## config.mk

```make
export PLATFORM = sky130hd
export DESIGN_NAME = imgap_timer
export DESIGN_NICKNAME = d
export VERILOG_FILES = /design/src/rtl/imgap_timer.sv
export SDC_FILE = /design/constraint.sdc
export NUM_CORES = 1
export LEC_CHECK = 0
export ABC_AREA = 1
export BUFFER_PORTS_ARGS = -buffer_cell sky130_fd_sc_hd__buf_2
export CAP_MARGIN = 20
export CELL_PAD_IN_SITES_DETAIL_PLACEMENT = 1
export CELL_PAD_IN_SITES_GLOBAL_PLACEMENT = 2
export CORE_MARGIN = 1
export CORE_UTILIZATION = 32
export DETAILED_ROUTE_END_ITERATION = 10
export GPL_TIMING_DRIVEN = 0
export PLACE_DENSITY_LB_ADDON = 0.1
export SETUP_SLACK_MARGIN = 0.2
export SLEW_MARGIN = 5
export SYNTH_ARGS = -nofsm -noshare
export SYNTH_HDL_FRONTEND = slang
export SYNTH_SLANG_ARGS = --single-unit
```

## constraint.sdc

```tcl
create_clock -name clk -period 2.8 [get_ports clk]
set_clock_uncertainty 0.2 [all_clocks]
set_input_delay 0.14 -clock clk [delete_from_list [all_inputs] [get_ports clk]]
set_output_delay 0.14 -clock clk [all_outputs]
set_load 0.02 [all_outputs]
```

## src/rtl/imgap_timer.sv

```systemverilog
module imgap_timer #(
  parameter int GAP_W      = 16,
  parameter int MIN_GAP_US = 10,
  parameter int ENH_EXTRA  = 10,
  parameter int PEN_CYC    = 6,
  parameter int MAX_PEN    = 12
) (
  input  logic             clk,
  input  logic             rst_n,
  input  logic [1:0]       clk_sel,
  input  logic             enh_mode,
  input  logic [GAP_W-1:0] gap_us,
  input  logic             msg_done,
  input  logic             host_acc,
  input  logic             penalty_en,
  input  logic             som_slot,
  input  logic             eom_slot,
  output logic             start_pulse
);
  localparam int EXTRA_MAX = ENH_EXTRA + PEN_CYC * MAX_PEN;
  localparam int EXW = $clog2(EXTRA_MAX + 1);
  localparam int PNW = $clog2(MAX_PEN + 1);

  logic             busy;
  logic [4:0]       pre, tick_m1;
  logic [GAP_W-1:0] us_left;
  logic [EXW-1:0]   extra, extra_n;
  logic [PNW-1:0]   pen_n;
  logic             acc;
  logic [4:0]       sel_m1;

  always_comb begin
    case (clk_sel)
      2'd0:    sel_m1 = 5'd9;
      2'd1:    sel_m1 = 5'd11;
      2'd2:    sel_m1 = 5'd15;
      default: sel_m1 = 5'd19;
    endcase
  end

  assign acc = busy & ~msg_done & penalty_en & host_acc & (som_slot | eom_slot)
             & (pen_n != PNW'(MAX_PEN));
  assign extra_n = extra + (acc ? EXW'(PEN_CYC) : '0);

  always_ff @(posedge clk) begin
    if (!rst_n) begin
      busy        <= 1'b0;
      pre         <= '0;
      tick_m1     <= '0;
      us_left     <= '0;
      extra       <= '0;
      pen_n       <= '0;
      start_pulse <= 1'b0;
    end else begin
      start_pulse <= 1'b0;
      if (msg_done) begin
        busy    <= 1'b1;
        tick_m1 <= sel_m1;
        pre     <= sel_m1;
        us_left <= (gap_us == '0) ? GAP_W'(MIN_GAP_US) : gap_us;
        extra   <= enh_mode ? EXW'(ENH_EXTRA) : '0;
        pen_n   <= '0;
      end else if (busy) begin
        if (acc) pen_n <= pen_n + 1'b1;
        if (us_left != '0) begin
          extra <= extra_n;
          if (pre == '0) begin
            pre     <= tick_m1;
            us_left <= us_left - 1'b1;
          end else begin
            pre <= pre - 1'b1;
          end
        end else if (extra_n != '0) begin
          extra <= extra_n - 1'b1;
        end else begin
          busy        <= 1'b0;
          start_pulse <= 1'b1;
        end
      end
    end
  end
endmodule

```

* Word level (Yosys, flattened, before mapping) *
Cells that the tools add are included.

storage, ports and cells
  register bits after elaboration = 39
  logic and storage cells = 60
  bits of input ports = 26

operators by class
  equal/unequal tests = 3
  mux-type cells = 21
  bitwise logic cells = 9
  reductions and logical operators = 15
  add/sub/neg operators = 5

operators with widths
  cell                   count
  $mux 16                5
  $mux 7                 4
  $mux 5                 4
  $logic_not 16->1       1
  $reduce_bool 16->1     1
  $sub 16x1->16 const B  1
  $pmux 5 s3             1
  $add 7x3->7            1
  $reduce_bool 7->1      1
  $sub 7x1->7 const B    1
  $reduce_and 2->1       3
  $reduce_bool 2->1      3
  $and 1x1->1            5
  $logic_not 5->1        1
  $mux 1                 5
  $sub 5x1->5 const B    1
  $add 4x1->4 const B    1
  $mux 4                 1
  $ne 4x4->1 const B     1
  $reduce_or 4->1        1
  $mux 3                 1
  $not 1->1              3
  $reduce_and 3->1       1
  $reduce_bool 3->1      1
  other kinds (5)        5

* Depth between registers and ports, before layout *
  word-level depth = 13
  mapped depth = 19
  depth with buffers taken out = 19

* Worst setup path after synthesis *
No wires, ideal clock.

  path kind = flip-flop to flip-flop
  start point = register pen_n[1]
  end point = register extra[1]
  arrival = 2.027 ns
  data required time = 2.482 ns
  period minus slack after synthesis = 2.345 ns
  library setup time = 0.118 ns
  cell stages (with the launch flop) = 19
  path buffers = 0
  path slack = 0.455 ns
  cells stage by stage = dfxtp_1 > inv_1 > ha_1 > nand3_1 > nand2_2 > nor2_8 > xor2_1 > ha_1 > inv_1 > nand2_1 > nand2_1 > nand2_1 > nand2_1 > nor2_4 > nand3_4 > nand2_4 > inv_2 > o21ai_1 > nor2_1

on the way
  longest elaborated chain between the ends = 9
  elaborated cells between the ends (all ways) = 12

RTL lines
  what                      line  source
  start: declaration        28    logic [PNW-1:0] pen_n;
  start signal: assignment  64    if (acc) pen_n <= pen_n + 1'b1;
  $ne 4x4->1 *              42    & (pen_n != PNW'(MAX_PEN));
  $and 1x1->1 *             42
  $mux 3 *                  43    assign extra_n = extra + (acc ? EXW'(PEN_CYC) : '0);
  $add 7x3->7 *             43
  $sub 7x1->7               74    extra <= extra_n - 1'b1;
  $mux 7                    73    end else if (extra_n != '0) begin
  $mux 7                    65    if (us_left != '0) begin
  $mux 7                    63    end else if (busy) begin
  $mux 7                    56    if (msg_done) begin
  end signal: assignment    61    extra <= enh_mode ? EXW'(ENH_EXTRA) : '0;
  end signal: assignment    66    extra <= extra_n;
  end signal: assignment    74
  end: declaration          27    logic [EXW-1:0] extra, extra_n;

Mark *: on every way between the ends. The rest lies on a longest branch, timed or not. The select of a mux whose other input is x is not followed.
A chain may end at the register's enable or synchronous reset.

* Final worst setup path *
  start point = register pen_n[0]
  end point = register extra[5]

The elaborated chain is that of the path after synthesis.

==> impl_metrics.yaml <==
outcome:
  status: "finished, final reports clean"
cts:
  h-tree-depth: 2
  cts_made_buffers: 5
  clockBufferDepth: 2
  clock_sinks: 39
  clock-root-buffer: "clkbuf_8"
  clk_pin_slew_ns: 0.09
  clk_latency_ns: 0.31
  cts_tree: "yes"
pwr:
  clkPwrFrac_pct: 26.9
  power.switching_uw: 621
  switching_share_pct: 38.9
  p_leak_nw: 1.39
  vdd_drop_max_mv: 0.200
  comb_power_share_pct: 31.8
  seqPwrFrac_pct: 41.3
  finalPower_mw: 1.60
  p_int_uw: 976
  powerDensity_nw_per_um2: 509
cells_and_area:
  drive_gt1_share_pct: 19.1
  areaGrowthSynthToFinish_pct: 25.6
  finalNonFillerCells: 534
  layout_common_cells: "nand2_1 (83), inv_1 (39), nor2_1 (38), dfxtp_1 (37), a21oi_1 (27)"
  multiInputGateArea_um2: 1550
  fill_cells: 960
  num_antenna_cells: 0
  ff_latch_area_um2: 783
  nets: 467
  layout_commonest_cell: "nand2_1"
  fin_util_pct: 42.3
logic_synthesis:
  synthMuxAreaShare_pct: 0
  ys_types: 38
  synth_compound_area_share_pct: 17.1
  synthAdderAreaFrac_pct: 3.51
  syn-cell-area_um2: 2500
  yosys.area_share.simple_pct: 33.7
  yosysWarnings: 0
  synth_top_family_by_area: "simple AND/OR/NAND/NOR gates"
  synth_nets: 411
  synth_xor_area_share_pct: 4.56
  synth-seq-area-share_pct: 31.3
  synth_seq_cells: 39
  synthCells: 378
  synth.avg_cell_area_um2: 6.61
die:
  dieArea_um2: 8160
  start_util_pct: 33.7
  fp.dieW_um: 90.3
  fp-row-count: 31
  pin_count: 27
  die_h_um: 90.3
  core_um2: 7410
setup_path:
  crit_fanout: 5
  cp.required_ns: 2.78
  worst_setup_path_end_kind: "flip-flop"
  crit_arrival_ns: 2.44
  worstSetupStartpointType: "flip-flop"
  crit_type: "reg -> reg"
  reg2regPathDepth: 15
sta:
  min_period_ns: 2.46
  setup_viol: 0
  relSlewSlack_pct: 49.0
  slew_violations: 0
  fin_crit_sh_pct: 87.9
  hold_viol: 0
  worst_slack_ns: 0.338
  fmax_ghz: 0.406
  worst_slew_pin_slew_ns: 0.766
  tns_ns: 0
  rsz0062_at_grt: "true"
placed_design:
  portBuffers: 24
  hpwl_um: 5650
  finalWeightedCongestion: 0.756
  dpl.cell_count: 501
  place_ws_ns: 0.0982
job:
  drv_cap: 0
grt:
  grtUsageTotal_pct: 20.8
  grt_start_max_net_pins: 15
  antenna_found_initial: 0
  grt_pass1_vias: 2823
  grt_pass1_wl_um: 13500
  grt_overflow: 0
route:
  wl_um: 8050
  dr.first_iter.drc_count: 53
  viasPerCell: 4.98
  post-route-drc-count: 0
  first_pass_iters: 4
  wl_per_cell_um: 15.1
  ant_nets: 0
  via_count: 2657
min_path:
  whs_path_depth: 5
  worstHoldPathType: "in -> reg"
==> cell type report <==
cell class | instances | area share (%)
tap | 99 | 3.95
multi-input combinational | 277 | 49.3
inverter | 52 | 6.30
clock buffer | 5 | 2.19
clock inverter | 3 | 0.758
sequential | 39 | 25.0
timing repair buffer | 48 | 10.8
buffer | 11 | 1.72
==> critical path, stage by stage (launching register included) <==
cell	delay [ns]
dfxtp_2	0.34
inv_2	0.05
ha_4	0.16
nand3_4	0.09
nand2_4	0.07
nor2_8	0.13
xor2_1	0.18
ha_1	0.30
nor2_1	0.11
nand3_1	0.09
nor2_2	0.16
nand3_4	0.14
nand2_8	0.12
nor2_4	0.06
nand2_1	0.09
a21oi_1	0.05
==> power by group through the flow <==
stage / clock, mW / combinational, mW / sequential (mW)
detailed placement: 0 / 0.473 / 0.671
floorplan: 0 / 0.351 / 0.657
global placement: 0 / 0.464 / 0.669
CTS: 0.442 / 0.499 / 0.658
global route: 0.459 / 0.580 / 0.666
finish: 0.429 / 0.508 / 0.660
==> path summary, 6_finish.rpt <==
kind,slack (ns),to,from
worst max register to register,0.34,extra[5]$_SDFFE_PN0P_,pen_n[0]$_SDFFE_PP0P_
worst max-delay path,0.34,extra[5]$_SDFFE_PN0P_,pen_n[0]$_SDFFE_PP0P_
worst min-delay path,0.005,extra[3]$_SDFFE_PN0P_,enh_mode
worst min register to register,0.28,tick_m1[0]$_SDFFE_PN0P_,tick_m1[0]$_SDFFE_PN0P_
==> logic make-up after synthesis <==
kind of cell             count (synthesis)
AND/OR/NAND/NOR                        179
AO/OA/AOI/OAI                           77
buffers and inverters                   63
flip-flops                              39
XOR/XNOR                                13
adder cells (fa/ha/maj)                  7
==> flip-flops by register name (all words and copies together), names as in the netlist <==
name	count
busy	1
extra	7
pen_n	4
pre	5
start_pulse	1
tick_m1	5
us_left	16
==> what timing repair did <==
item,in CTS,in global routing
gates cloned,1,0
gates resized for setup,4,14
hold buffers,16,0
buffers inserted,6,2
endpoints found under the hold margin,17,0
setup endpoints to repair,7,17
pin swaps,4,11
==> metrics by stage <==
step,instance area (um2),hold WS (ns)
2_1_floorplan,2500,0.0884
3_3_place_gp,2740,0.198
3_5_place_dp,2740,0.207
4_1_cts,3060,0.00172
5_1_grt,3140,0.0321
6_report,3140,0.00480
==> layer usage <==
metal | up-vias | part of all wire [%] | GRT usage, %
met5 | - | 0 | 0
met4 | 0 | 1.3 | 5.78
met3 | 10 | 1.6 | 2.86
met2 | 25 | 51 | 38.6
met1 | 1273 | 47 | 24.8
li1 | 1349 | - | -
==> cell usage after synthesis (all sizes together) <==
cell	n	area [um2]
a22o	1	8.76
clkbuf	7	26.3
o2111ai	1	8.76
clkinv	2	7.51
a21oi	28	140
nor2	49	243
a21boi	1	7.51
dfxtp	39	781
nand4	6	37.5
a31oi	9	56.3
nand2	90	358
and3	1	6.26
o22ai	1	6.26
nand3	18	108
nor4	5	31.3
ha	7	87.6
nor3	9	50.1
a211oi	4	30.0
nand3b	1	7.51
o21ai	29	145
o211ai	1	7.51
xor2	10	87.6
o311ai	2	17.5
inv	50	188
xnor2	3	26.3
buf	4	25.0
Power figures use the tool's default switching activity.
